## config.mk

```make
export PLATFORM = sky130hd
export DESIGN_NAME = i2c_ctl_regs
export DESIGN_NICKNAME = d
export VERILOG_FILES = /design/src/rtl/i2c_ctl_pkg.sv /design/src/rtl/i2c_ctl_reg.sv /design/src/rtl/i2c_cfg_guard.sv /design/src/rtl/i2c_ctl_irq.sv /design/src/rtl/i2c_ctl_regs.sv
export SDC_FILE = /design/constraint.sdc
export NUM_CORES = 1
export LEC_CHECK = 0
export BUFFER_PORTS_ARGS = -buffer_cell sky130_fd_sc_hd__buf_2
export CORE_MARGIN = 2
export CORE_UTILIZATION = 43
export CTS_CLUSTER_DIAMETER = 30
export DETAILED_ROUTE_END_ITERATION = 8
export PLACE_DENSITY = 0.89
export SYNTH_ARGS = -nofsm -noshare
export SYNTH_HDL_FRONTEND = slang
export SYNTH_SLANG_ARGS = --single-unit
```

## constraint.sdc

```tcl
create_clock -name clk -period 2 [get_ports clk]
set_clock_uncertainty 0.15 [all_clocks]
set_input_delay 0.4 -clock clk [delete_from_list [all_inputs] [get_ports clk]]
set_output_delay 0.4 -clock clk [all_outputs]
set_load 0.01 [all_outputs]
```

## src/rtl/i2c_ctl_pkg.sv

```systemverilog
`timescale 1ns/1ps
package i2c_ctl_pkg;
  localparam int DATA_W = 8;

  typedef struct packed {
    logic pe;
    logic engc;
    logic start;
    logic ack;
    logic stop;
    logic ite;
  } ctl_t;

  localparam int CTL_W = $bits(ctl_t);

  function automatic logic [DATA_W-1:0] ctl_pack(input ctl_t c);
    return {{(DATA_W-CTL_W){1'b0}}, c};
  endfunction

  function automatic logic stop_write_ok(input logic cur, input logic wbit,
                                         input logic master, input logic byte_done);
    return master || byte_done || !wbit || cur;
  endfunction

  function automatic ctl_t ctl_next(input ctl_t cur, input logic wr,
                                    input logic [DATA_W-1:0] wd,
                                    input logic start_clr, input logic stop_clr,
                                    input logic master, input logic byte_done);
    ctl_t n;
    n = cur;
    if (wr) begin
      if (!cur.pe) begin
        n.pe = wd[5];
      end else if (!wd[5]) begin
        n.pe = 1'b0;
      end else begin
        n.engc  = wd[4];
        n.start = wd[3];
        n.ack   = wd[2];
        n.ite   = wd[0];
        if (stop_write_ok(cur.stop, wd[1], master, byte_done)) n.stop = wd[1];
      end
    end
    if (start_clr) n.start = 1'b0;
    if (stop_clr)  n.stop  = 1'b0;
    if (!n.pe) begin
      n.engc  = 1'b0;
      n.start = 1'b0;
      n.ack   = 1'b0;
      n.ite   = 1'b0;
    end
    return n;
  endfunction
endpackage

```

## src/rtl/i2c_ctl_reg.sv

```systemverilog
`timescale 1ns/1ps
module i2c_ctl_reg
  import i2c_ctl_pkg::*;
(
  input  logic              clk,
  input  logic              rst_n,
  input  logic              wr_en,
  input  logic [DATA_W-1:0] wdata,
  input  logic              start_clr,
  input  logic              stop_clr,
  input  logic              master,
  input  logic              byte_done,
  output ctl_t              ctl_q
);
  ctl_t ctl_d;

  always_comb ctl_d = ctl_next(ctl_q, wr_en, wdata, start_clr, stop_clr, master, byte_done);

  always_ff @(posedge clk) begin
    if (!rst_n) ctl_q <= '0;
    else        ctl_q <= ctl_d;
  end
endmodule

```

## src/rtl/i2c_cfg_guard.sv

```systemverilog
`timescale 1ns/1ps
module i2c_cfg_guard
  import i2c_ctl_pkg::*;
#(
  parameter int FREQ_W = 3
) (
  input  logic              clk,
  input  logic              rst_n,
  input  logic              wr_req,
  input  logic              locked,
  input  logic [DATA_W-1:0] wdata,
  output logic [FREQ_W-1:0] freq_q,
  output logic              addr10_q,
  output logic              wr_blocked
);
  logic wr_take;

  assign wr_take    = wr_req && !locked;
  assign wr_blocked = wr_req && locked;

  always_ff @(posedge clk) begin
    if (!rst_n) begin
      freq_q   <= '0;
      addr10_q <= 1'b0;
    end else if (wr_take) begin
      freq_q   <= wdata[FREQ_W-1:0];
      addr10_q <= wdata[FREQ_W];
    end
  end
endmodule

```

## src/rtl/i2c_ctl_irq.sv

```systemverilog
`timescale 1ns/1ps
module i2c_ctl_irq (
  input  logic clk,
  input  logic rst_n,
  input  logic start_done,
  input  logic start_pending,
  input  logic irq_enabled,
  output logic irq_q
);
  always_ff @(posedge clk) begin
    if (!rst_n) irq_q <= 1'b0;
    else        irq_q <= start_done && start_pending && irq_enabled;
  end
endmodule

```

## src/rtl/i2c_ctl_regs.sv

```systemverilog
`timescale 1ns/1ps
module i2c_ctl_regs
  import i2c_ctl_pkg::*;
#(
  parameter int ADDR_W   = 2,
  parameter int CTL_ADDR = 0,
  parameter int CFG_ADDR = 1,
  parameter int FREQ_W   = 3
) (
  input  logic              clk,
  input  logic              rst_n,
  input  logic [ADDR_W-1:0] reg_addr,
  input  logic              reg_wr,
  input  logic [7:0]        reg_wdata,
  output logic [7:0]        reg_rdata,
  input  logic              ev_start_sent,
  input  logic              ev_stop_sent,
  input  logic              ev_byte_done,
  input  logic              ev_master,
  output logic              ctl_enable,
  output logic              ctl_gcall_en,
  output logic              ctl_start_req,
  output logic              ctl_ack_en,
  output logic              ctl_stop_req,
  output logic              ctl_irq_en,
  output logic              irq_pulse,
  output logic [FREQ_W-1:0] cfg_freq,
  output logic              cfg_addr10
);
  localparam int CFG_PAD = DATA_W - FREQ_W - 1;

  logic sel_ctl, sel_cfg;
  logic ctl_wr, cfg_wr;
  logic start_clr_ev, stop_clr_ev, cfg_wr_blocked;
  ctl_t ctl_q;

  assign sel_ctl      = (reg_addr == ADDR_W'(CTL_ADDR));
  assign sel_cfg      = (reg_addr == ADDR_W'(CFG_ADDR));
  assign ctl_wr       = reg_wr && sel_ctl;
  assign cfg_wr       = reg_wr && sel_cfg;
  assign start_clr_ev = ev_start_sent;
  assign stop_clr_ev  = ev_stop_sent && ev_master;

  i2c_ctl_reg u_reg (
    .clk       (clk),
    .rst_n     (rst_n),
    .wr_en     (ctl_wr),
    .wdata     (reg_wdata),
    .start_clr (start_clr_ev),
    .stop_clr  (stop_clr_ev),
    .master    (ev_master),
    .byte_done (ev_byte_done),
    .ctl_q     (ctl_q)
  );

  i2c_cfg_guard #(.FREQ_W(FREQ_W)) u_cfg (
    .clk        (clk),
    .rst_n      (rst_n),
    .wr_req     (cfg_wr),
    .locked     (ctl_q.pe),
    .wdata      (reg_wdata),
    .freq_q     (cfg_freq),
    .addr10_q   (cfg_addr10),
    .wr_blocked (cfg_wr_blocked)
  );

  i2c_ctl_irq u_irq (
    .clk           (clk),
    .rst_n         (rst_n),
    .start_done    (start_clr_ev),
    .start_pending (ctl_q.start),
    .irq_enabled   (ctl_q.ite && ctl_q.pe),
    .irq_q         (irq_pulse)
  );

  assign ctl_enable    = ctl_q.pe;
  assign ctl_gcall_en  = ctl_q.engc;
  assign ctl_start_req = ctl_q.start;
  assign ctl_ack_en    = ctl_q.ack;
  assign ctl_stop_req  = ctl_q.stop && ctl_q.pe;
  assign ctl_irq_en    = ctl_q.ite;

  always_comb begin
    if (sel_ctl)      reg_rdata = ctl_pack(ctl_q);
    else if (sel_cfg) reg_rdata = {{CFG_PAD{1'b0}}, cfg_addr10, cfg_freq};
    else              reg_rdata = '0;
  end
endmodule

```

Yosys cells after proc, flatten, opt, wreduce, memory -nomap -nowiden
Index checks and enable logic that the tools add are counted.
Widths: inputs -> output; s select.
- bits in registers: 11
- bits in latches: 0
- RAM bits: 0
- bits in read-only memories: 0
- input port bits: 17
- output and inout bits: 19
- memories: 0
- add/sub/neg operators: 0
- $mul: 0
- div/mod/pow operators: 0
- order comparisons: 0
- eq/ne operators: 1
- shift-type cells: 0
- mux-type cells: 8
- bitwise gates (word level): 2
- reduce and logical (&&, ||, !) cells: 19
- operators by type and width (kind ; count):
    $mux 6 ; 2
    $mux 5 ; 2
    $logic_and 1x1->1 ; 8
    $mux 4 ; 1
    $reduce_and 4->1 ; 1
    $logic_or 1x1->1 ; 3
    $mux 1 ; 3
    $reduce_and 3->1 ; 1
    $reduce_or 3->1 ; 1
    $eq 2x1->1 const B ; 1
    $logic_not 1->1 ; 2
    $logic_not 2->1 ; 1
    $not 1->1 ; 2
    $reduce_and 2->1 ; 1
    $reduce_or 2->1 ; 1

Logic depth before layout (Yosys ltp)
- word-level depth: 9
- depth in mapped cells: 5
- mapped depth without buffers: 4

Cells and area by module
From an unflattened synthesis, not the netlist that was laid out.
- cells, all modules: 64
- area total of the unflattened synthesis: 573.0 um^2
- by module, submodules not included (module ; times used ; cells an instance ; area an instance (um^2)):
    i2c_ctl_reg ; 1 ; 22 ; 235.2
    i2c_cfg_guard ; 1 ; 20 ; 171.4
    i2c_ctl_regs ; 1 ; 20 ; 137.6
    i2c_ctl_irq ; 1 ; 2 ; 28.8

Worst setup path before layout
No wires, ideal clock.
- path kind: input port to output port
- start: input port reg_addr[0]
- end: output port reg_rdata[5]
- arrival: 1.032 ns
- data required time: 1.450 ns
- slack: 0.418 ns
- stages: 3
- buffers on the path: 1
- cells stage by stage: buf_6 -> or3b_4 -> clkinv_4
- cells in the longest elaborated chain, start to end: 2
- ends and longest elaborated chain (item ; line ; source):
    from (decl) ; i2c_ctl_regs.sv:12 ; input logic [ADDR_W-1:0] reg_addr,
    $logic_not 2->1 ; i2c_ctl_regs.sv:37 ; assign sel_ctl = (reg_addr == ADDR_W'(CTL_ADDR));
    $mux 6 ; i2c_ctl_regs.sv:84 ; if (sel_ctl) reg_rdata = ctl_pack(ctl_q);
    to (decl) ; i2c_ctl_regs.sv:15 ; output logic [7:0] reg_rdata,
Every way passes these cells.

Worst setup path in the final report
- start: register u_reg.ctl_q[5] (netlist name)
- end: output port reg_rdata[5]
- cells in the longest elaborated chain, start to end: 1
- ends and longest elaborated chain (item ; line):
    $mux 6 ; i2c_ctl_regs.sv:84
Every way passes these cells.

==> results.toml <==
[timing]
period_minus_slack_ps = 1920
fmax_mhz = 520
maxSlewViolCount = 0
tns_ps = 0
period_share = 0.961
whs_ps = 157
finalSetupViolCount = 0
hold_violations = 0
rsz0062_at_grt = "no"
setup_ws_ps = 78.4

[clock_network]
htree_levels = 1
cts_hold_buf = 0
cts_tree = "built"
ctsRootBufferMaster = "clkbuf_4"
cts_resized = 0
clkTransAtPathRegs_ps = 70
clkLatencyLatePin_ps = 270
cts_setup_buffers = 0
clock-sinks = 11
cts_buffers = 3
cts_buffer_depth = 2

[critical_path]
worstSetupStartpoint = "u_reg.ctl_q[5]$_SDFF_PN0_"
crit_type = "flip-flop to output pin"
r2r_end = "u_reg.ctl_q[1]$_SDFFE_PP0P_"
worstPathMaxFanout = 6
worstRegToRegCells = 3
cp_data_arrival_time_ps = 1370
regToRegStartpoint = "u_reg.ctl_q[5]$_SDFF_PN0_"
crit_path_end_kind = "output pin"
cp.required_ps = 1450
startpoint_type = "flip-flop"
r2r_setup_slack_ps = 510

[detailed_routing]
dr.first_iter.drc_count = 18
viasPerCell = 5.25
first_pass_iters = 4
vias = 583
route.detailed.drc = 0
wl_per_cell_um = 12.9
wl_um = 1440
ant_nets = 0

[synthesis]
synth_cells = 63
yosys_warnings = 0
syn-cell-area_sq_um = 583
synth_edf_count = 0
synth-seq-cells = 11
ys.flop_type = "dfxtp_1"
syn_area_per_cell_sq_um = 9.25
async_flop_share = 0
synth_cell_type_count = 25
synth_seq_area_share = 0.378

[final_layout]
finalNonFillerCells = 111
diodes = 0
layout-drive-gt1-share = 0.417
final_common_cell = "buf_2"
area_delta_synth_final_pct = 30.9
layout.nets = 114
layout_common_cells = "buf_2 (31), dfxtp_1 (11), mux2i_1 (8)"

[floorplan]
rows = 13
start_util = 0.454
coreArea_sq_um = 1280
die_area_sq_um = 1670
dieWidth_um = 40.8
die_y_um = 40.8
pin_count = 36

[place]
place_hpwl_um = 1150
gp_congestion = 0.776
place.port_buffers = 31
dp_cells = 107
pre_cts_ws_ps = 202

[worst_hold_path]
whs_endpoint = "u_reg.ctl_q[3]$_SDFFE_PP0P_"
min_from = "ev_start_sent"
hold_path_depth = 2
hp-class = "input pin to flip-flop"

[power_and_ir_drop]
switchingPower_uw = 109
pwr-share-seq = 0.520
leakagePower_nw = 0.357
power.total_uw = 434
p_per_area_nw_per_um2 = 568
p_clk_frac = 0.348
intPower_uw = 325
switching_share = 0.252
power_frac_comb = 0.132
peakVddDrop_mv = 0.289

[global_route]
grt_util_all_layers = 0.184
grt_overflow = 0
grt_max_degree = 9
grt_pass1_wl_um = 2020
antenna_found_initial = 0
grt_pass1_vias = 458

[outcome]
status = "finished, final reports clean"

[job]
maxCapViolations = 0
==> critical path: stages (launching register included) <==
cell      delay (ps)
dfxtp_1          430
or3b_4           460
clkinv_4          90
buf_2            130
==> per-stage QoR <==
stage                util  cell area [sq um]
global route        0.594                763
detailed placement  0.574                737
floorplan               -                587
CTS                 0.594                763
global placement    0.574                737
finish              0.594                763
==> layer usage <==
layer	vias up	part of all wire	global-route usage
met5	-	0	0
met3	2	0.061	0.0326
met4	0	0.0042	0.0750
met2	21	0.50	0.273
met1	275	0.43	0.257
li1	285	-	-
==> cell usage after synthesis, types with 2 or more instances <==
master | number | share of area
a21oi_1 | 4 | 0.034
buf_4 | 2 | 0.026
dfxtp_1 | 11 | 0.38
inv_1 | 2 | 0.013
mux2i_1 | 8 | 0.14
nand2_1 | 5 | 0.032
nand4_1 | 3 | 0.032
nor2_1 | 5 | 0.032
nor2b_1 | 4 | 0.043
nor3b_1 | 2 | 0.026
o21ai_0 | 3 | 0.026
==> logic make-up after synthesis <==
logic type	after synthesis	share of synthesized area
compound gates	11	0.120
buf+inv	7	0.0815
flops	11	0.378
other cells	1	0.00643
mux	9	0.157
simple gates	24	0.258
==> registers in the layout, summed over array words and instances (netlist names) <==
name	cells
u_reg.ctl_q	6
u_cfg.freq_q	3
u_cfg.addr10_q	1
u_irq.irq_q	1
==> power groups by stage <==
stage / clock network, mW / logic [mW] / registers (mW)
after detailed placement: 0 / 0.0568 / 0.231
after global placement: 0 / 0.0555 / 0.230
after CTS: 0.153 / 0.0568 / 0.226
final: 0.151 / 0.0572 / 0.226
after floorplan: 0 / 0.0283 / 0.232
after global routing: 0.164 / 0.0624 / 0.226
==> area by class of cell <==
cell class / instances / area (sq um)
Inverter: 3 / 16.3
Clock buffer: 4 / 26.3
Sequential cell: 11 / 220
Fill cell: 119 / 522
Tap cell: 15 / 18.8
Timing Repair Buffer: 32 / 163
Multi-Input combinational cell: 46 / 319
==> how the worst max path moves through the flow <==
stage | end | slack (ps)
2_1_floorplan | reg_rdata[5] | 420
3_3_place_gp | reg_rdata[5] | 210
3_5_place_dp | reg_rdata[5] | 200
4_1_cts | reg_rdata[5] | 100
5_1_grt | reg_rdata[5] | 30
6_report | reg_rdata[5] | 80
Power figures use the tool's default switching activity.
